==> src/rtl/tpc_pkg.sv <==
package tpc_pkg;

  typedef enum logic [1:0] {
    PS_RESET   = 2'd0,
    PS_STANDBY = 2'd1,
    PS_ACTIVE  = 2'd2,
    PS_PARTIAL = 2'd3
  } pwr_state_e;

  typedef struct packed {
    logic en;
    logic dis;
  } ctl_bits_t;

  localparam ctl_bits_t CTL_OFF = '{en: 1'b0, dis: 1'b0};

endpackage

==> src/rtl/tpc_reset_sync.sv <==
module tpc_reset_sync #(
  parameter int STAGES = 2
) (
  input  logic clk,
  input  logic rst_pin_n,
  output logic rst_n_sync
);

  logic [STAGES-1:0] chain_q;

  generate
    if (STAGES == 1) begin : g_single
      always_ff @(posedge clk or negedge rst_pin_n) begin
        if (!rst_pin_n) chain_q <= '0;
        else            chain_q <= 1'b1;
      end
    end else begin : g_multi
      always_ff @(posedge clk or negedge rst_pin_n) begin
        if (!rst_pin_n) chain_q <= '0;
        else            chain_q <= {chain_q[STAGES-2:0], 1'b1};
      end
    end
  endgenerate

  assign rst_n_sync = chain_q[STAGES-1];

endmodule

==> src/rtl/tpc_pd_timer.sv <==
module tpc_pd_timer #(
  parameter int PD_CYCLES = 16
) (
  input  logic clk,
  input  logic rst_n,
  input  logic start,
  output logic busy,
  output logic done
);

  localparam int CW = (PD_CYCLES > 1) ? $clog2(PD_CYCLES) : 1;
  localparam logic [CW-1:0] LOAD = CW'(PD_CYCLES - 1);

  logic [CW-1:0] cnt_q, cnt_d;
  logic          busy_q, busy_d;
  logic          upd;

  assign done = busy_q && (cnt_q == '0);
  assign busy = busy_q;
  assign upd  = start || busy_q;

  always_comb begin
    cnt_d  = cnt_q;
    busy_d = busy_q;
    if (start) begin
      cnt_d  = LOAD;
      busy_d = 1'b1;
    end else if (done) begin
      busy_d = 1'b0;
    end else if (busy_q) begin
      cnt_d = cnt_q - 1'b1;
    end
  end

  always_ff @(posedge clk or negedge rst_n) begin
    if (!rst_n) begin
      cnt_q  <= '0;
      busy_q <= 1'b0;
    end else if (upd) begin
      cnt_q  <= cnt_d;
      busy_q <= busy_d;
    end
  end

endmodule

==> src/rtl/tpc_mode_fsm.sv <==
module tpc_mode_fsm
  import tpc_pkg::*;
(
  input  logic       clk,
  input  logic       rst_n,
  input  logic       strap,
  input  logic       wr_en,
  input  ctl_bits_t  wr_bits,
  input  logic       seq_busy,
  input  logic       seq_done,
  output logic       seq_start,
  output pwr_state_e state,
  output logic       bus_mode,
  output ctl_bits_t  rd_bits
);

  pwr_state_e state_q, state_d;
  ctl_bits_t  rd_q, rd_d;
  logic       mode_q;
  logic       upd, take_wr, capture;

  assign capture = (state_q == PS_RESET);
  assign take_wr = wr_en && !seq_busy && !capture;
  assign upd     = capture || seq_done || take_wr;

  always_comb begin
    state_d   = state_q;
    rd_d      = rd_q;
    seq_start = 1'b0;
    if (capture) begin
      state_d = PS_STANDBY;
      rd_d    = CTL_OFF;
    end else if (seq_done) begin
      state_d = PS_STANDBY;
      rd_d    = CTL_OFF;
    end else if (take_wr) begin
      if (!wr_bits.en) begin
        state_d = PS_PARTIAL;
        rd_d    = '{en: 1'b0, dis: wr_bits.dis};
      end else if (!wr_bits.dis) begin
        state_d = PS_ACTIVE;
        rd_d    = '{en: 1'b1, dis: 1'b0};
      end else if (state_q != PS_STANDBY) begin
        seq_start = 1'b1;
        rd_d      = '{en: 1'b1, dis: 1'b1};
      end
    end
  end

  always_ff @(posedge clk or negedge rst_n) begin
    if (!rst_n) begin
      state_q <= PS_RESET;
      rd_q    <= CTL_OFF;
    end else if (upd) begin
      state_q <= state_d;
      rd_q    <= rd_d;
    end
  end

  always_ff @(posedge clk or negedge rst_n) begin
    if (!rst_n)       mode_q <= 1'b0;
    else if (capture) mode_q <= strap;
  end

  assign state    = state_q;
  assign bus_mode = mode_q;
  assign rd_bits  = rd_q;

endmodule

==> src/rtl/tuner_power_ctrl.sv <==
module tuner_power_ctrl
  import tpc_pkg::*;
#(
  parameter int SYNC_STAGES = 2,
  parameter int PD_CYCLES   = 16
) (
  input  logic       clk,
  input  logic       rst_pin_n,
  input  logic       strap_sen,
  input  logic       wr_en,
  input  logic       wr_enable,
  input  logic       wr_disable,
  output logic [1:0] pwr_state,
  output logic       bus_mode,
  output logic       rd_enable,
  output logic       rd_disable,
  output logic       bus_active
);

  logic       rst_n_sync;
  logic       seq_start, seq_busy, seq_done;
  pwr_state_e state;
  ctl_bits_t  rd_bits;
  ctl_bits_t  wr_bits;

  assign wr_bits = '{en: wr_enable, dis: wr_disable};

  tpc_reset_sync #(.STAGES(SYNC_STAGES)) u_sync (
    .clk        (clk),
    .rst_pin_n  (rst_pin_n),
    .rst_n_sync (rst_n_sync)
  );

  tpc_pd_timer #(.PD_CYCLES(PD_CYCLES)) u_timer (
    .clk   (clk),
    .rst_n (rst_n_sync),
    .start (seq_start),
    .busy  (seq_busy),
    .done  (seq_done)
  );

  tpc_mode_fsm u_fsm (
    .clk       (clk),
    .rst_n     (rst_n_sync),
    .strap     (strap_sen),
    .wr_en     (wr_en),
    .wr_bits   (wr_bits),
    .seq_busy  (seq_busy),
    .seq_done  (seq_done),
    .seq_start (seq_start),
    .state     (state),
    .bus_mode  (bus_mode),
    .rd_bits   (rd_bits)
  );

  assign pwr_state  = state;
  assign rd_enable  = rd_bits.en;
  assign rd_disable = rd_bits.dis;
  assign bus_active = (state != PS_RESET);

endmodule

==> config.mk <==
export PLATFORM = sky130hd
export DESIGN_NAME = tuner_power_ctrl
export DESIGN_NICKNAME = d
export VERILOG_FILES = /design/src/rtl/tpc_pkg.sv /design/src/rtl/tpc_reset_sync.sv /design/src/rtl/tpc_pd_timer.sv /design/src/rtl/tpc_mode_fsm.sv /design/src/rtl/tuner_power_ctrl.sv
export SDC_FILE = /design/constraint.sdc
export NUM_CORES = 1
export LEC_CHECK = 0
export ABC_AREA = 1
export BUFFER_PORTS_ARGS = -buffer_cell sky130_fd_sc_hd__clkbuf_2
export CAP_MARGIN = 10
export CELL_PAD_IN_SITES_DETAIL_PLACEMENT = 0
export CELL_PAD_IN_SITES_GLOBAL_PLACEMENT = 1
export CORE_MARGIN = 3
export CORE_UTILIZATION = 38
export DETAILED_ROUTE_END_ITERATION = 6
export GPL_ROUTABILITY_DRIVEN = 0
export PLACE_DENSITY = 0.76
export SETUP_SLACK_MARGIN = 0.2
export SLEW_MARGIN = 10
export SYNTH_ARGS = -nofsm -noshare
export SYNTH_HDL_FRONTEND = slang
export SYNTH_SLANG_ARGS = --single-unit
==> constraint.sdc <==
create_clock -name clk -period 1.11 [get_ports clk]
set_input_delay 0.333 -clock clk [delete_from_list [all_inputs] [get_ports clk]]
set_output_delay 0.333 -clock clk [all_outputs]
set_load 0.01 [all_outputs]
==> flow_summary_export.csv, run 1 <==
group,metric,value,unit
detailed_routing,wire_per_inst,11.3,um
setup_path,rr_startpoint,"u_timer.cnt_q[1]",
grt,met1_usage,20.5,%
sta,post-route-period-util,117,%
synthesis,synth_top_area_share,47.1,%
cells_and_area,drive_gt1_share,52.2,%
placement,port_buffers,11,
worst_hold_path,hold_path.class,"reg -> async",
synthesis,synthMuxAreaShare,0,%
pwr,power.density,2900,nW/um^2
clock_network,clkTransAtPathRegs,0.08,ns
grt,grtUsageTotal,15.5,%
sta,skew,0.0109,ns
setup_path,reg2reg_slack,-0.13,ns
clock_network,cts_buffer_depth,2,
detailed_routing,vias,609,
grt,grt_first_pass_wirelength,2.37,mm
cells_and_area,final_util,66.0,%
status,failed_checks,"setup timing",
synthesis,synth_xor_area_share,0,%
clock_network,clock-sinks,12,
setup_path,arrival,0.97,ns
sta,max_freq,0.768,GHz
floorplanning,start_util,41.4,%
synthesis,synth_cell_types,17,
grt,gr-max-usage-layer,"met2",
synthesis,synth-warning-count,0,
synthesis,yosysSeqAreaShare,47.1,%
grt,grt_max_degree,11,
floorplanning,fp.dieH,47.0,um
synthesis,yosys-top-cells-area,"dfrtp_1 (47%), nand2_1 (14%), nand3_1 (6.3%)",
synthesis,netlist_area,638,um^2
synthesis,synth_seq_cells,12,
synthesis,synth_compound_area_share,4.12,%
clock_network,h-tree-depth,1,
setup_path,startpoint_type,"flip-flop",
detailed_routing,firstDrtPassIters,3,
cells_and_area,syn_to_final_growth,59.4,%
cells_and_area,nFillCells,131,
setup_path,cp-startpoint,"u_fsm.state[1]",
synthesis,syn-instance-count,78,
grt,antenna_found_initial,0,
run,timing.max_cap.violations,0,
synthesis,synth_fa_ha_area_share,3.92,%
placement,dpl.cell_count,113,
detailed_routing,antenna_left,0,
sta,rsz0062_at_grt,"true",
placement,placed_cell_area,792,um^2
floorplanning,die_w,47.0,um
sta,hold_violations,0,
sta,setup_viol,14,
pwr,power,2.95,mW
floorplanning,core-area,1540,um^2
cells_and_area,finish.instance_area,1020,um^2
clock_network,root_buffer,"clkbuf_4",
synthesis,synth_top_family_by_area,"simple AND/OR/NAND/NOR gates",
placement,dp_hpwl,968,um
sta,finalSetupTns,-1.49,ns
detailed_routing,drc,0,
status,status,"complete, but fails checks",
setup_path,critPathKind,"reg -> out",
grt,use_met3,2.30,%
floorplanning,std_cell_rows,14,
setup_path,required,0.78,ns
detailed_routing,wirelength,1.46,mm
floorplanning,dieArea,2210,um^2
sta,fin_ws,-0.192,ns
clock_network,insertion_delay,0.27,ns
floorplanning,ios,12,
setup_path,setup.worst_path.end_class,"output port",
sta,drv_slew,0,
clock_network,cts_inserted_buffers,3,
pwr,p_leak,0.528,nW
pwr,vdd_ir_drop_max,1400,uV
setup_path,path_max_fanout,2,
synthesis,yosysTopAreaCell,"dfrtp_1",
clock_network,cts_tree,"yes",
sta,min_period,1.30,ns
cells_and_area,layout.nets,122,
placement,place_ws,-0.136,ns
synthesis,synth.avg_cell_area,8.18,um^2
synthesis,synthSimpleGateAreaFrac,33.7,%
grt,grtUsageMet2,25.2,%
detailed_routing,vias_per_cell,4.72,
grt,first_global_vias,596,
grt,gr-total-overflow,0,
detailed_routing,drt_iter0_drc,6,
synthesis,postSynthNetCount,86,
cells_and_area,fin_cells,129,
sta,hold_ws,0.179,ns
cells_and_area,antenna_cells,0,
## synth_stat cells, drive strengths merged
master / number
a21oi: 1
conb: 1
ha: 2
dfrtp: 12
nand2: 26
nand3b: 1
nor2: 6
o21ai: 1
buf: 2
nand4: 4
o211ai: 1
nor3: 1
nand3: 8
inv: 12
## cell type report
type                    instances  area, um^2  area share (%)
flip-flops and latches         12         302            29.6
repair buffers                 32         244            24.0
well taps                      16        20.0            1.97
multi-input cells              53         378            37.1
clock buffers                   4        26.3            2.58
inverters                      12        47.5            4.67
## worst paths after layout
kind / to / cells after the start
min: u_fsm.rd_bits[1] / 0
max: bus_active / 3
min in group clk: u_fsm.bus_mode / 3
min reg2reg: u_fsm.rd_bits[1] / 0
max in group asynchronous: u_fsm.state[1] / 0
max reg2reg: u_timer.cnt_q[0] / 7
## per-layer routing
metal | vias up | wire length (um)
li1 | 315 | -
met1 | 280 | 695
met2 | 10 | 694
met3 | 4 | 54
met4 | 0 | 19
met5 | - | 0
## cell families (layout without fill, tap and decap cells)
kind of cell / after synthesis / in the layout
adders and majority gates: 2 / 2
and+or+nand+nor: 46 / 47
buffers and inverters: 14 / 48
DFF: 12 / 12
AOI/OAI and AO/OA: 3 / 3
other: 1 / 1
## placed cells by master (no fill, tap or decap), types with 2 or more instances in the layout
cell type   n
dfrtp_1    11
nand2_1    17
inv_1       6
nand3_2     2
nand2_4     3
nand2_2     5
nor2_4      3
buf_6       7
nand3_1     6
nand2_8     2
inv_2       5
buf_4      14
clkbuf_4    3
clkbuf_2   10
nor2_1      3
nand4_1     4
## critical path: stages, from the launching register on
cell	delay (ns)
dfrtp_2	0.44
nor2_4	0.10
inv_2	0.04
clkbuf_2	0.12
## registers in the layout, indices dropped and copies added, names as in the netlist
| signal | count |
|---|---|
| u_fsm.bus_mode | 1 |
| u_timer.busy | 1 |
| u_fsm.state | 2 |
| u_fsm.rd_bits | 2 |
| u_timer.cnt_q | 4 |
| u_sync.chain_q | 2 |
## power by group
part | internal (mW) | leakage (nW) | total (mW) | switching [mW]
Sequential | 0.632 | 0.143 | 0.807 | 0.175
Clock | 0.139 | 0.0150 | 0.279 | 0.140
Combinational | 0.930 | 0.370 | 1.86 | 0.930
Total | 1.70 | 0.528 | 2.95 | 1.25
## timing repair
action / in CTS / in global routing
cloned: 1 / 0
resized for setup: 16 / 12
buffers inserted: 9 / 1
pin swaps: 7 / 5
setup endpoints to repair: 15 / 16
hold endpoints to repair: 2 / 0
hold buffers: 1 / 0
No activity file was read; power rests on OpenSTA's default activity.
==> inputs of run 2 (changes only) <==
- PLACE_DENSITY: 0.76 -> 0.8
==> flow_summary_export.csv, run 2 (same netlist as run 1, synthesis figures left out) <==
group,metric,value,unit
status,status,"complete, but fails checks",
status,failed_checks,"setup timing",
floorplanning,core-area,1540,um^2
cells_and_area,syn_to_final_growth,61.0,%
sta,fin_ws,-0.235,ns
sta,post-route-period-util,121,%
setup_path,required,0.78,ns
detailed_routing,vias,649,
pwr,power,3.11,mW
setup_path,slowest_delay,0.43,ns
cells_and_area,largest_reg_flops,4,
pwr,power.density,3030,nW/um^2
grt,grt_max_degree,11,
detailed_routing,wire_per_inst,13.4,um
floorplanning,dieArea,2210,um^2
setup_path,crit_buf_inv,2,
detailed_routing,vias_per_cell,5.03,
pwr,vdd_ir_drop_max,1370,uV
setup_path,setup.worst_path.end_class,"output port",
setup_path,reg2reg_slack,-0.18,ns
clock_network,clkTransAtPathRegs,0.08,ns
cells_and_area,antenna_cells,0,
clock_network,cts_inserted_buffers,3,
cells_and_area,layout_common_cells,"nand2_1 (17), buf_4 (15), dfrtp_1 (10)",
setup_path,rr_endpoint,"u_timer.cnt_q[3]",
cells_and_area,regMostFlops,"u_timer.cnt_q",
detailed_routing,drc,0,
cells_and_area,layout_commonest_cell,"nand2_1",
sta,setup_viol,14,
clock_network,insertion_delay,0.28,ns
grt,gr-total-overflow,0,
pwr,p_leak,0.543,nW
setup_path,cp_top_family,"flip-flops",
worst_hold_path,hold_path.class,"reg -> async",
detailed_routing,wirelength,1.73,mm
grt,first_global_vias,632,
floorplanning,die_w,47.0,um
setup_path,path_max_fanout,2,
run,timing.max_cap.violations,0,
sta,rsz0062_at_grt,"true",
clock_network,clock-sinks,12,
detailed_routing,drt_iter0_drc,16,
floorplanning,std_cell_rows,14,
setup_path,critPathKind,"reg -> out",
setup_path,cp_cell_sequence,"nor2_4 -> inv_2 -> clkbuf_2",
sta,max_freq,0.743,GHz
placement,placed_cell_area,785,um^2
sta,hold_violations,0,
clock_network,cts_buffer_depth,2,
placement,dp_hpwl,946,um
setup_path,rr_startpoint,"u_timer.cnt_q[2]",
placement,port_buffers,11,
sta,hold_ws,0.165,ns
cells_and_area,layout.nets,122,
floorplanning,start_util,41.4,%
clock_network,root_buffer,"clkbuf_4",
sta,min_period,1.35,ns
clock_network,h-tree-depth,1,
setup_path,arrival,1.01,ns
cells_and_area,finish.instance_area,1030,um^2
grt,antenna_found_initial,0,
detailed_routing,antenna_left,0,
setup_path,startpoint_type,"flip-flop",
cells_and_area,nFillCells,113,
grt,grtUsageTotal,16.8,%
placement,dpl.cell_count,112,
cells_and_area,drive_gt1_share,54.0,%
detailed_routing,firstDrtPassIters,4,
cells_and_area,fin_cells,129,
floorplanning,ios,12,
sta,finalSetupTns,-1.50,ns
floorplanning,fp.dieH,47.0,um
grt,grt_first_pass_wirelength,2.61,mm
setup_path,r2r_cells,5,
clock_network,cts_tree,"yes",
sta,skew,0.00589,ns
setup_path,cp_slowest_cell,"dfrtp_1",
sta,drv_slew,0,
run 2: worst max-delay path by stage:
stage	startpoint	end	cells past startpoint
after floorplan	u_timer.cnt_q[0]	u_timer.cnt_q[3]	9
after global placement	u_timer.cnt_q[1]	u_timer.cnt_q[1]	7
after detailed placement	u_timer.cnt_q[1]	u_timer.cnt_q[0]	7
after CTS	u_fsm.state[1]	bus_active	3
after global routing	u_fsm.state[0]	bus_active	3
final	u_fsm.state[0]	bus_active	3
run 2: cell type report:
type,instances,area (um^2),area share [%]
tap,16,20.0,1.95
clock buffer,4,36.3,3.53
sequential,12,303,29.5
timing repair buffer,32,246,24.0
multi-input combinational,53,372,36.2
inverter,12,50.0,4.87
run 2: repair_timing:
item | 4_1_cts | 5_1_grt
pin swaps | 11 | 6
setup buffers | 10 | 1
resized for setup | 17 | 12
cloned | 1 | 0
hold buffers | 1 | 0
endpoints found under the setup margin | 15 | 16
hold endpoints to repair | 2 | 0
run 2: report_power, final:
| group | leakage (nW) | switching (mW) | internal [mW] |
|---|---|---|---|
| Clock | 0.0210 | 0.157 | 0.200 |
| Sequential | 0.141 | 0.218 | 0.635 |
| Combinational | 0.381 | 0.937 | 0.969 |
| Total | 0.543 | 1.31 | 1.80 |
run 2: routing by layer:
layer  up-vias  share of wire, %  global-route usage (%)
met5         -                 0                       0
met4         0               1.6                    8.84
met3         5               3.7                    2.68
met2        16                51                    27.4
met1       313                44                    21.4
li1        315                 -                       -
run 2: per-stage QoR:
step                      setup slack [ns]  utilization, %
after global routing                -0.299            66.6
after CTS                           -0.194            64.0
after detailed placement            -0.148            50.9
after global placement              -0.112            50.9
final                               -0.235            66.6
after floorplan                    -0.0426               -
run 2: worst register-to-register path, stage by stage (launching register included):
cell and delay [ns]:
dfrtp_1 0.43, buf_4 0.17, nor3_1 0.30, nand3_2 0.10, nand2_1 0.09, nand3_1 0.08
